`config.mk`:
```
export PLATFORM = sky130hd
export DESIGN_NAME = fpac_lane
export DESIGN_NICKNAME = d
export VERILOG_FILES = /design/src/rtl/fpac_pkg.sv /design/src/rtl/fpac_lane.sv
export SDC_FILE = /design/constraint.sdc
export NUM_CORES = 1
export LEC_CHECK = 0
export ABC_CLOCK_PERIOD_IN_PS = 3200
export BUFFER_PORTS_ARGS = -buffer_cell sky130_fd_sc_hd__buf_2
export CORE_ASPECT_RATIO = 0.7
export CORE_MARGIN = 2
export CORE_UTILIZATION = 30
export CTS_BUF_LIST = sky130_fd_sc_hd__clkbuf_4 sky130_fd_sc_hd__clkbuf_8
export DETAILED_ROUTE_END_ITERATION = 8
export GPL_TIMING_DRIVEN = 0
export SLEW_MARGIN = 20
export SYNTH_ARGS = -nofsm -noshare
export SYNTH_HDL_FRONTEND = slang
export SYNTH_SLANG_ARGS = --single-unit
export TNS_END_PERCENT = 50
```
`constraint.sdc`:
```
create_clock -name clk -period 3.2 [get_ports clk]
set_input_delay 0.16 -clock clk [delete_from_list [all_inputs] [get_ports clk]]
set_output_delay 0.16 -clock clk [all_outputs]
set_load 0.005 [all_outputs]
```
`src/rtl/fpac_pkg.sv`:
```
package fpac_pkg;

    localparam int unsigned BYTE_W  = 8;
    localparam logic [7:0]  A1_BYTE = 8'hF6;

    typedef enum logic {
        BUS_BYTE_PAIR = 1'b0,
        BUS_NIBBLE    = 1'b1
    } bus_mode_e;

    typedef enum logic {
        ANCHOR_A1       = 1'b0,
        ANCHOR_AFTER_Z0 = 1'b1
    } anchor_e;

    // True when the marked byte and its predecessor satisfy the selected anchor
    function automatic logic anchor_ok(anchor_e a, logic [7:0] cur, logic [7:0] prv,
                                       logic [7:0] z0);
        if (a == ANCHOR_A1) return (cur == A1_BYTE) && (prv != A1_BYTE);
        return (cur != z0) && (prv == z0);
    endfunction

endpackage

```
`src/rtl/fpac_lane.sv`:
```
module fpac_lane
    import fpac_pkg::*;
#(
    parameter int unsigned LANE_W  = 16,
    parameter int unsigned NIB_W   = 4,
    parameter logic [7:0]  Z0_BYTE = 8'hCC
) (
    input  logic              clk,
    input  logic              rst_n,
    input  bus_mode_e         bus_mode,
    input  anchor_e           anchor,
    input  logic [LANE_W-1:0] data_i,
    input  logic              fp_i,
    input  logic              clr_i,
    output logic              rise_o,
    output logic              evt_o,
    output logic              flag_o
);
    localparam int unsigned HIST_KEEP = BYTE_W - NIB_W;

    typedef struct packed {
        logic              fp;
        logic [BYTE_W-1:0] prev_lo;
        logic [BYTE_W-1:0] nib_hist;
        logic              pend;
        logic [NIB_W-1:0]  pend_hi;
        logic [BYTE_W-1:0] pend_prev;
        logic              evt;
        logic              flag;
    } lane_st_t;

    lane_st_t st_q, st_d;
    logic rise, chk_wide, bad_wide, bad_narrow;

    always_comb begin
        st_d = st_q;
        rise = fp_i & ~st_q.fp;

        st_d.fp       = fp_i;
        st_d.prev_lo  = data_i[BYTE_W-1:0];
        st_d.nib_hist = {st_q.nib_hist[HIST_KEEP-1:0], data_i[NIB_W-1:0]};

        chk_wide   = rise && (bus_mode == BUS_BYTE_PAIR);
        bad_wide   = !anchor_ok(anchor, data_i[LANE_W-1 -: BYTE_W], st_q.prev_lo, Z0_BYTE);
        bad_narrow = !anchor_ok(anchor, {st_q.pend_hi, data_i[NIB_W-1:0]},
                                st_q.pend_prev, Z0_BYTE);

        st_d.pend = rise && (bus_mode == BUS_NIBBLE);
        if (st_d.pend) begin
            st_d.pend_hi   = data_i[NIB_W-1:0];
            st_d.pend_prev = st_q.nib_hist;
        end

        st_d.evt  = (chk_wide & bad_wide) | (st_q.pend & bad_narrow);
        st_d.flag = (st_q.flag & ~clr_i) | st_d.evt;
    end

    always_ff @(posedge clk or negedge rst_n) begin
        if (!rst_n) st_q <= '0;
        else        st_q <= st_d;
    end

    assign rise_o = rise;
    assign evt_o  = st_q.evt;
    assign flag_o = st_q.flag;

endmodule

```
==> results.ini, run 1 <==
[power]
powerDensity_nw_per_um2 = 516
cell_leakage_power_uw = 0.000579
ir_worst_vdd_uv = 243
power.total_uw = 674

[placed_design]
io_buffers = 24
hpwl_um = 1460
gpl.final_weighted_congestion = 0.727

[setup_path]
critPathRequiredTime_ps = 3350
worst_setup_path_class = reg2reg
critical_path.startpoint_type = flip-flop
critPathArrivalTime_ps = 1620
setup.reg_to_reg.worst_slack_ps = 1730
cp-end-kind = flip-flop
worstPathMaxFanout = 10

[sta]
slew_headroom_pct = 59.2
report.final.hold_viol_count = 0
setup_tns_ps = 0
timing.final.crit_share_pct = 45.9
fmax_mhz = 681
worstMarginPinSlew_ps = 612
rsz_0062_raised_after_global_routing = no
timing.final.setup_violations = 0
fin_worst_skew_ps = 5.50
finalCriticalPeriod_ps = 1470
final_max_slew_viol_count = 0

[clock_network]
tritoncts_num_sinks = 28
cts_tree = yes
cts.htree.levels = 1
clockRootBuffer = sky130_fd_sc_hd__clkbuf_8
clock_insertion_delay_worst_skew_ps = 270
path_clk_slew_ps = 80
max-clock-path-buffers = 2
cts_inserted_buffers = 3
postCtsSetupRepairBufs = 0

[global_route]
grt_overflow = 0
grt_pass1_wl_um = 3110
first_global_vias = 687
grt_antenna_before_repair = 0
grtUsageTotal_pct = 10.9
grt_max_degree = 29

[route]
vias = 677
drt_iter0_markers = 45
drc = 0
drt-vias-per-instance = 4.64
dr_wl_cell_um = 12.9
finalWirelength_um = 1890
antenna_violating_nets_post_route = 0
detailedRoute.firstPassIterationCount = 4

[synthesis]
netlist_top_cells_area = sky130_fd_sc_hd__dfrtp_1, sky130_fd_sc_hd__mux2_2, sky130_fd_sc_hd__nand4b_1
synth_nets = 89
yosys.cell_count.top_type = sky130_fd_sc_hd__dfrtp_1
yosysWarnings = 0
synth_cell_types = 18
synth_seq_cells = 28
post_synthesis_average_cell_area_um2 = 15.5
synth_sequential_area_ratio_pct = 67.6
synth_common_cells = sky130_fd_sc_hd__dfrtp_1, sky130_fd_sc_hd__mux2_2, sky130_fd_sc_hd__nand4b_1
dominant_cell_type_by_area_after_synthesis = sky130_fd_sc_hd__dfrtp_1
synthCells = 67
mappedNetlistArea_um2 = 1040
postSynth.topFlopCell = sky130_fd_sc_hd__dfrtp_1
ys_async_sr_fraction_pct = 100
yosysTopAreaCellShare_pct = 67.6
synth_edf_count = 0

[floorplanning]
floorplan.die.width_um = 74.2
die_h_um = 53.2
fp.dieArea_um2 = 3950
floorplan.initialDensity_pct = 32.0
rows = 17
core_area_um2 = 3230
top_level_ports = 25

[finish]
layout.filler_cells = 335
drive_above_1_share_pct = 40.4
areaGrowthSynthToFinish_pct = 26.1
num_antenna_cells = 0
design.final.nets = 123

[flow_run]
maxCapViolCount = 0

[hold_path]
worstHoldPathType = in2reg

[run_status]
outcome = completed

## sequential cells by signal, summed over array words and instances (netlist names)
name / cells
st_d: 4
st_q: 22
flag_o: 1
evt_o: 1
## critical path: stages (launching register included)
cell	delay, ps
sky130_fd_sc_hd__dfrtp_1	320
sky130_fd_sc_hd__and2b_1	210
sky130_fd_sc_hd__nand2_1	180
sky130_fd_sc_hd__buf_2	280
sky130_fd_sc_hd__mux2_2	370
## cells by family after synthesis
| kind of cell | synth area share, % |
|---|---|
| AND/OR/NAND/NOR | 14.1 |
| AO/OA/AOI/OAI | 3.99 |
| multiplexers | 13.0 |
| flip-flops | 67.6 |
| buffers and inverters | 1.21 |
## path summary, 6_finish.rpt
check,start,end,cells after the start
max in group asynchronous,rst_n,st_q[29]$_DFF_PN0_,2
min in group asynchronous,rst_n,st_q[21]$_DFF_PN0_,2
min reg2reg,st_d[19]$_DFF_PN0_,st_q[19]$_DFF_PN0_,0
max,st_q[31]$_DFF_PN0_,st_q[10]$_DFFE_PN0P_,4
max reg2reg,st_q[31]$_DFF_PN0_,st_q[10]$_DFFE_PN0P_,4
min,fp_i,st_q[31]$_DFF_PN0_,1
## layout make-up
type                            instances  area, µm²  area share [%]
Buffer                                  1       5.00           0.383
Clock buffer                            3       41.3            3.16
Inverter                                2       7.51           0.575
Multi-Input combinational cell         36        323            24.7
Sequential cell                        28        701            53.6
Tap cell                               47       58.8            4.50
Timing Repair Buffer                   29        170            13.0
## metal layers
layer | global-route usage, % | share of wire, % | wire [µm]
met2 | 16.5 | 48 | 901
met1 | 14.9 | 47 | 879
met4 | 2.68 | 0.53 | 10
met5 | 0 | 0 | 0
met3 | 4.00 | 5.0 | 95
## layout by cell type, fill, tap and decap left out, drive strengths merged
| master | count |
|---|---|
| or4b | 1 |
| and2b | 1 |
| clkbuf | 3 |
| nor2 | 2 |
| nor4 | 2 |
| nor4b | 1 |
| dfrtp | 28 |
| nand2 | 1 |
| buf | 25 |
| o21ai | 1 |
| o221ai | 1 |
| nand2b | 1 |
| and4b | 2 |
| nand4b | 8 |
| mux2 | 12 |
| o2111ai | 1 |
| o31ai | 1 |
| inv | 2 |
| dlygate4sd3 | 5 |
| a2111o | 1 |
## power by group
group          leakage (µW)  total (µW)  switching [µW]  internal (µW)
clock             0.0000216         181            97.0           84.3
combinational      0.000226        76.7            29.9           46.8
sequential         0.000332         416            22.8            393
total              0.000579         674             150            524
## through the flow
stage          worst slack (ps)  util (%)  instance area (µm²)  hold slack (ps)  cells
3_5_place_dp               1720      37.6                 1210              203    138
6_report                   1730      40.4                 1310             9.78    146
4_1_cts                    1710      40.4                 1310             3.79    146
3_3_place_gp               1750      37.6                 1210              195    138
2_1_floorplan              1900         -                 1040             -136     67
5_1_grt                    1650      40.4                 1310           0.0925    146
## what timing repair did
item	4_1_cts	5_1_grt
hold endpoints to repair	32	0
gates resized for setup	0	0
hold buffers	5	0
Power figures use the tool's default switching activity.
==> run 2: changes to the inputs <==
- ABC_AREA: default -> 1
- ABC_CLOCK_PERIOD_IN_PS: 3200 -> 1300
- clock period: 3.2 -> 1.3 ns (I/O delays scaled with it)
==> results.ini, run 2 <==
[run_status]
outcome = completed

[floorplanning]
fp.dieArea_um2 = 4500  ; +14%
die_h_um = 56.7  ; +6.7%
core_area_um2 = 3870  ; +20%
floorplan.initialDensity_pct = 30.8  ; -1.3 points
rows = 19  ; +2
top_level_ports = 25  ; unchanged
floorplan.die.width_um = 79.4  ; +6.9%

[clock_network]
cts_inserted_buffers = 3  ; unchanged
tritoncts_num_sinks = 28  ; unchanged
cts_tree = yes
cts.htree.levels = 1  ; unchanged
clockRootBuffer = sky130_fd_sc_hd__clkbuf_8
max-clock-path-buffers = 2  ; unchanged
path_clk_slew_ps = 90  ; about the same
clock_insertion_delay_worst_skew_ps = 270  ; about the same

[synthesis]
synth_top_family_by_area = simple AND/OR/NAND/NOR gates
post_synth_and_or_nand_nor_area_fraction_pct = 29.5  ; +15 points
synthCells = 132  ; +97%
yosys.area_share.xor_xnor_pct = 0  ; unchanged
ys_async_sr_fraction_pct = 100  ; unchanged
yosysTopAreaCellShare_pct = 58.8  ; -8.9 points
synth_cell_types = 17  ; -1
netlist_top_cells_area = sky130_fd_sc_hd__dfrtp_1, sky130_fd_sc_hd__nand2_1, sky130_fd_sc_hd__nor2_1
yosysWarnings = 0  ; unchanged
mappedNetlistArea_um2 = 1190  ; +15%
muxShareOfSynthArea_pct = 0  ; -13 points
synth_compound_gate_area_share_pct = 4.41  ; +0.42 points
synth_adder_area_share_pct = 0  ; unchanged
dominant_cell_type_by_area_after_synthesis = sky130_fd_sc_hd__dfrtp_1
yosys.cell_count.top_type = sky130_fd_sc_hd__nand2_1
postSynth.topFlopCell = sky130_fd_sc_hd__dfrtp_1
synth_common_cells = sky130_fd_sc_hd__nand2_1, sky130_fd_sc_hd__dfrtp_1, sky130_fd_sc_hd__nor2_1
post_synthesis_average_cell_area_um2 = 9.03  ; -42%
synth_nets = 154  ; +73%
synth_edf_count = 0  ; unchanged
synth_seq_cells = 28  ; unchanged
synth_sequential_area_ratio_pct = 58.8  ; -8.9 points

[hold_path]
min_to = flag_o$_DFF_PN0_
hold_start = clr_i
worstHoldPathType = in2reg
min_delay_path_depth = 4  ; +3

[global_route]
grt_max_degree = 29  ; unchanged
grtUsageTotal_pct = 11.0  ; +0.11 points
grt_antenna_before_repair = 0  ; unchanged
grt_overflow = 0  ; unchanged
first_global_vias = 845  ; +23%
grt_pass1_wl_um = 3730  ; +20%

[placed_design]
detailed_place.area_um2 = 1380  ; +13%
gpl.final_weighted_congestion = 0.779  ; +7.2%
hpwl_um = 1670  ; +15%
io_buffers = 24  ; unchanged

[setup_path]
r2r_cells = 6  ; +2
regToRegEndpoint = flag_o$_DFF_PN0_
setup.reg_to_reg.worst_slack_ps = 230  ; -1500 ps
critical_path.startpoint_type = input port
critical_path.reg2reg.startpoint = st_d[20]$_DFF_PN0_
cp-end-kind = flip-flop
critPathArrivalTime_ps = 1340  ; -280 ps
worstPathMaxFanout = 3  ; -7
critPathRequiredTime_ps = 1460  ; -1890 ps
worst_setup_path_class = in2reg

[route]
dr_wl_cell_um = 9.96  ; -23%
antenna_violating_nets_post_route = 0  ; unchanged
drt-vias-per-instance = 4.10  ; -11%
drt_iter0_markers = 43  ; -4.4%
drc = 0  ; unchanged
vias = 907  ; +34%
detailedRoute.firstPassIterationCount = 4  ; unchanged
finalWirelength_um = 2200  ; +17%

[power]
cell_leakage_power_uw = 0.000774  ; +34%
powerDensity_nw_per_um2 = 1120  ; +120%
ir_worst_vdd_uv = 745  ; +210%

[sta]
timing.final.setup_violations = 0  ; unchanged
timing.final.crit_share_pct = 91.0
final_max_slew_viol_count = 0  ; unchanged
fmax_mhz = 846
rsz_0062_raised_after_global_routing = no
fin_worst_skew_ps = 3.44  ; -2.06 ps
setup_tns_ps = 0  ; unchanged
worstMarginPinSlew_ps = 619  ; +6.40 ps
report.final.hold_viol_count = 0  ; unchanged
slew_headroom_pct = 58.8  ; -0.43 points
finalCriticalPeriod_ps = 1180

[finish]
drive_above_1_share_pct = 23.7  ; -17 points
layout_common_cells = sky130_fd_sc_hd__nand2_1, sky130_fd_sc_hd__dfrtp_1, sky130_fd_sc_hd__buf_2
areaGrowthSynthToFinish_pct = 27.4
num_antenna_cells = 0  ; unchanged
design.final.nets = 193  ; +57%
layout_cell_area_excl_fill_um2 = 1520  ; +16%
mostFrequentLayoutCell = sky130_fd_sc_hd__nand2_1
max_reg_flops = 22  ; unchanged
registers.top_by_ff_count = st_q

[flow_run]
maxCapViolCount = 0  ; unchanged

run 2: cell families after synthesis:
logic type / count (synthesis)
buffers and inverters: 17
AOI/OAI and AO/OA: 6
DFF: 28
and+or+nand+nor: 81
run 2: layout make-up:
class	count	area (µm²)
fill	398	2360
sequential	28	701
multi-input combinational	87	404
timing repair buffer	34	220
tap	52	65.1
inverter	15	58.8
clock buffer	3	41.3
buffer	2	28.8
run 2: per-stage QoR:
stage          std cells  setup WS, ps  total power (µW)  util, %  hold slack [ps]
2_1_floorplan        132           315              1150        -             -231
3_3_place_gp         208           217              1250     35.6              118
3_5_place_dp         208           221              1250     35.6              116
4_1_cts              221           134              1730     39.2             41.8
5_1_grt              221          58.7              1820     39.2             40.5
6_report             221           118              1700     39.2             42.1
run 2: worst max-delay path by stage:
stage,cells after the start,slack [ps],to,startpoint
floorplan,5,310,st_q[4]$_DFFE_PN0P_,st_q[31]$_DFF_PN0_
global placement,6,220,flag_o$_DFF_PN0_,st_d[20]$_DFF_PN0_
detailed placement,6,220,flag_o$_DFF_PN0_,st_d[20]$_DFF_PN0_
CTS,9,130,flag_o$_DFF_PN0_,data_i[1]
global route,9,60,flag_o$_DFF_PN0_,data_i[1]
finish,9,120,flag_o$_DFF_PN0_,data_i[1]
run 2: power breakdown:
group          internal (µW)  switching (µW)  total, µW
sequential               957            53.5       1010
combinational            117             126        243
clock                    208             241        449
run 2: critical path, stage by stage:
cell                            delay, ps
sky130_fd_sc_hd__dlygate4sd3_1        510
sky130_fd_sc_hd__buf_2                110
sky130_fd_sc_hd__inv_1                 70
sky130_fd_sc_hd__nor2_1               100
sky130_fd_sc_hd__nand3_1               70
sky130_fd_sc_hd__nor2_1               170
sky130_fd_sc_hd__nand2_1               70
sky130_fd_sc_hd__nand3_1              100
sky130_fd_sc_hd__nand3_1               80
run 2: repair_timing:
| action | in CTS | in global routing |
|---|---|---|
| hold buffers | 10 | 0 |
| resized for setup | 0 | 0 |
| hold endpoints to repair | 37 | 0 |
| setup buffers | 0 | 0 |
run 2: layer usage:
metal	global-route usage [%]	vias to the layer above	wire [µm]
met4	2.22	0	13
met3	3.86	2	103
li1	-	477	-
met1	16.2	414	1140
met5	0	-	0
met2	15.6	14	945
==> run 3: changes to the inputs <==
==> constraint.sdc (replaced) <==
create_clock -name clk -period 1.3 [get_ports clk]
set_input_delay 0.13 -clock clk [delete_from_list [all_inputs] [get_ports clk]]
set_output_delay 0.13 -clock clk [all_outputs]
set_load 0.005 [all_outputs]
==> results.ini, run 3 (synthesis gave the netlist of run 2 again) <==
[route]
vias = 914  ; +0.77%
antenna_violating_nets_post_route = 0  ; unchanged
drc = 0  ; unchanged
dr_wl_cell_um = 9.96  ; about the same
finalWirelength_um = 2190  ; -0.41%
drt_iter0_markers = 33  ; -23%
detailedRoute.firstPassIterationCount = 5  ; +1
drt-vias-per-instance = 4.15  ; +1.2%

[global_route]
grtUsageTotal_pct = 11.2  ; +0.17 points
grt_pass1_wl_um = 3800  ; +2.0%
grt_antenna_before_repair = 0  ; unchanged
first_global_vias = 870  ; +3.0%
grt_max_degree = 29  ; unchanged
grt_overflow = 0  ; unchanged

[finish]
drive_above_1_share_pct = 24.4  ; +0.74 points
areaGrowthSynthToFinish_pct = 26.8
design.final.nets = 192  ; -0.52%
layout_common_cells = sky130_fd_sc_hd__nand2_1, sky130_fd_sc_hd__dfrtp_1, sky130_fd_sc_hd__buf_2
mostFrequentLayoutCell = sky130_fd_sc_hd__nand2_1
num_antenna_cells = 0  ; unchanged
fin_cells = 220  ; -0.45%
layout.filler_cells = 401  ; +0.75%
registers.top_by_ff_count = st_q
max_reg_flops = 22  ; unchanged
layout_cell_area_excl_fill_um2 = 1510  ; -0.49%

[sta]
fin_worst_skew_ps = 2.42  ; -1.02 ps
final_max_slew_viol_count = 0  ; unchanged
hold-worst-slack_ps = 20.9  ; -21.2 ps
worstMarginPinSlew_ps = 617  ; -1.99 ps
rsz_0062_raised_after_global_routing = no
slew_headroom_pct = 58.9  ; +0.13 points
timing.final.setup_violations = 0  ; unchanged
report.final.hold_viol_count = 0  ; unchanged
finalCriticalPeriod_ps = 1200  ; +22.4 ps
setup_tns_ps = 0  ; unchanged
fmax_mhz = 830  ; -1.9%
timing.final.crit_share_pct = 92.7  ; +1.7 points

[placed_design]
io_buffers = 24  ; unchanged
detailed_place.area_um2 = 1380  ; unchanged
gpl.final_weighted_congestion = 0.779  ; unchanged
place.detailed.instances = 208  ; unchanged
hpwl_um = 1670  ; unchanged

[floorplanning]
floorplan.die.width_um = 79.4  ; unchanged
fp.dieArea_um2 = 4500  ; unchanged
top_level_ports = 25  ; unchanged
rows = 19  ; unchanged
floorplan.initialDensity_pct = 30.8  ; unchanged
core_area_um2 = 3870  ; unchanged
die_h_um = 56.7  ; unchanged

[power]
cell_leakage_power_uw = 0.000770  ; -0.55%
powerDensity_nw_per_um2 = 1120  ; +0.24%
ir_worst_vdd_uv = 744  ; about the same
power.total_uw = 1700  ; -0.25%

[clock_network]
max-clock-path-buffers = 2  ; unchanged
postCtsSetupRepairBufs = 0  ; unchanged
path_clk_slew_ps = 80  ; about the same
cts.htree.levels = 1  ; unchanged
clockRootBuffer = sky130_fd_sc_hd__clkbuf_8
cts_inserted_buffers = 3  ; unchanged
cts_tree = yes
tritoncts_num_sinks = 28  ; unchanged
clock_insertion_delay_worst_skew_ps = 270  ; about the same

[setup_path]
worst_setup_path_class = in2reg
critical_path.startpoint_type = input port
critPathRequiredTime_ps = 1460  ; about the same
critPathArrivalTime_ps = 1360  ; +20 ps
worstPathMaxFanout = 3  ; unchanged
cp-end-kind = flip-flop

[run_status]
outcome = completed

[hold_path]
worstHoldPathType = in2reg

[flow_run]
maxCapViolCount = 0  ; unchanged

==> run 3: cell count changes in the layout (fill, tap and decap cells not counted), sizes merged <==
| cell | previous run | this run |
|---|---|---|
| dlygate4sd3 | 10 | 9 |
==> run 3: per-layer routing <==
metal / vias up / wire (µm) / track usage [%]
li1: 474 / - / -
met1: 420 / 1090 / 16.3
met2: 18 / 939 / 16.1
met3: 2 / 148 / 3.86
met4: 0 / 13 / 2.22
met5: - / 0 / 0
==> run 3: timing repair <==
action | CTS | global route
setup endpoints to repair | 0 | 1
hold buffers | 9 | 0
resized for setup | 0 | 1
endpoints found under the hold margin | 36 | 0
==> run 3: layout make-up <==
cell class	instances	area [µm²]	area share [%]
clock buffer	3	41.3	2.73
tap	52	65.1	4.30
multi-input combinational	87	407	26.9
inverter	15	58.8	3.89
sequential	28	701	46.4
timing repair buffer	33	210	13.9
buffer	2	28.8	1.90
==> run 3: power by group <==
group	total [µW]	switching, µW	internal (µW)
logic	241	126	115
clock network	447	239	208
registers	1010	53.4	957
total	1700	419	1280
==> run 3: final timing paths <==
kind	startpoint	end	slack, ps	depth (start not counted)
setup / recovery	data_i[1]	flag_o$_DFF_PN0_	100	9
hold / removal	data_i[2]	st_d[21]$_DFF_PN0_	20	1
setup reg to reg	st_d[20]$_DFF_PN0_	flag_o$_DFF_PN0_	230	6
hold reg to reg	st_d[19]$_DFF_PN0_	st_q[19]$_DFF_PN0_	410	0
max in group asynchronous	rst_n	st_q[22]$_DFF_PN0_	490	2
min in group asynchronous	rst_n	st_q[11]$_DFFE_PN0P_	410	2
==> run 3: worst max-delay path: stages <==
cell and delay (ps):
sky130_fd_sc_hd__dlygate4sd3_1 510, sky130_fd_sc_hd__buf_2 110, sky130_fd_sc_hd__inv_1 70, sky130_fd_sc_hd__nor2_1 100, sky130_fd_sc_hd__nand3_1 90, sky130_fd_sc_hd__nor2_2 120
sky130_fd_sc_hd__nand2_1 70, sky130_fd_sc_hd__nand3_1 100, sky130_fd_sc_hd__nand3_1 80
==> run 3: through the flow <==
stage                     setup slack [ps]  util, %
after floorplan                        315        -
after global placement                 217     35.6
after detailed placement               221     35.6
after CTS                             69.4     38.9
after global routing                  30.5     39.0
final                                 95.2     39.0
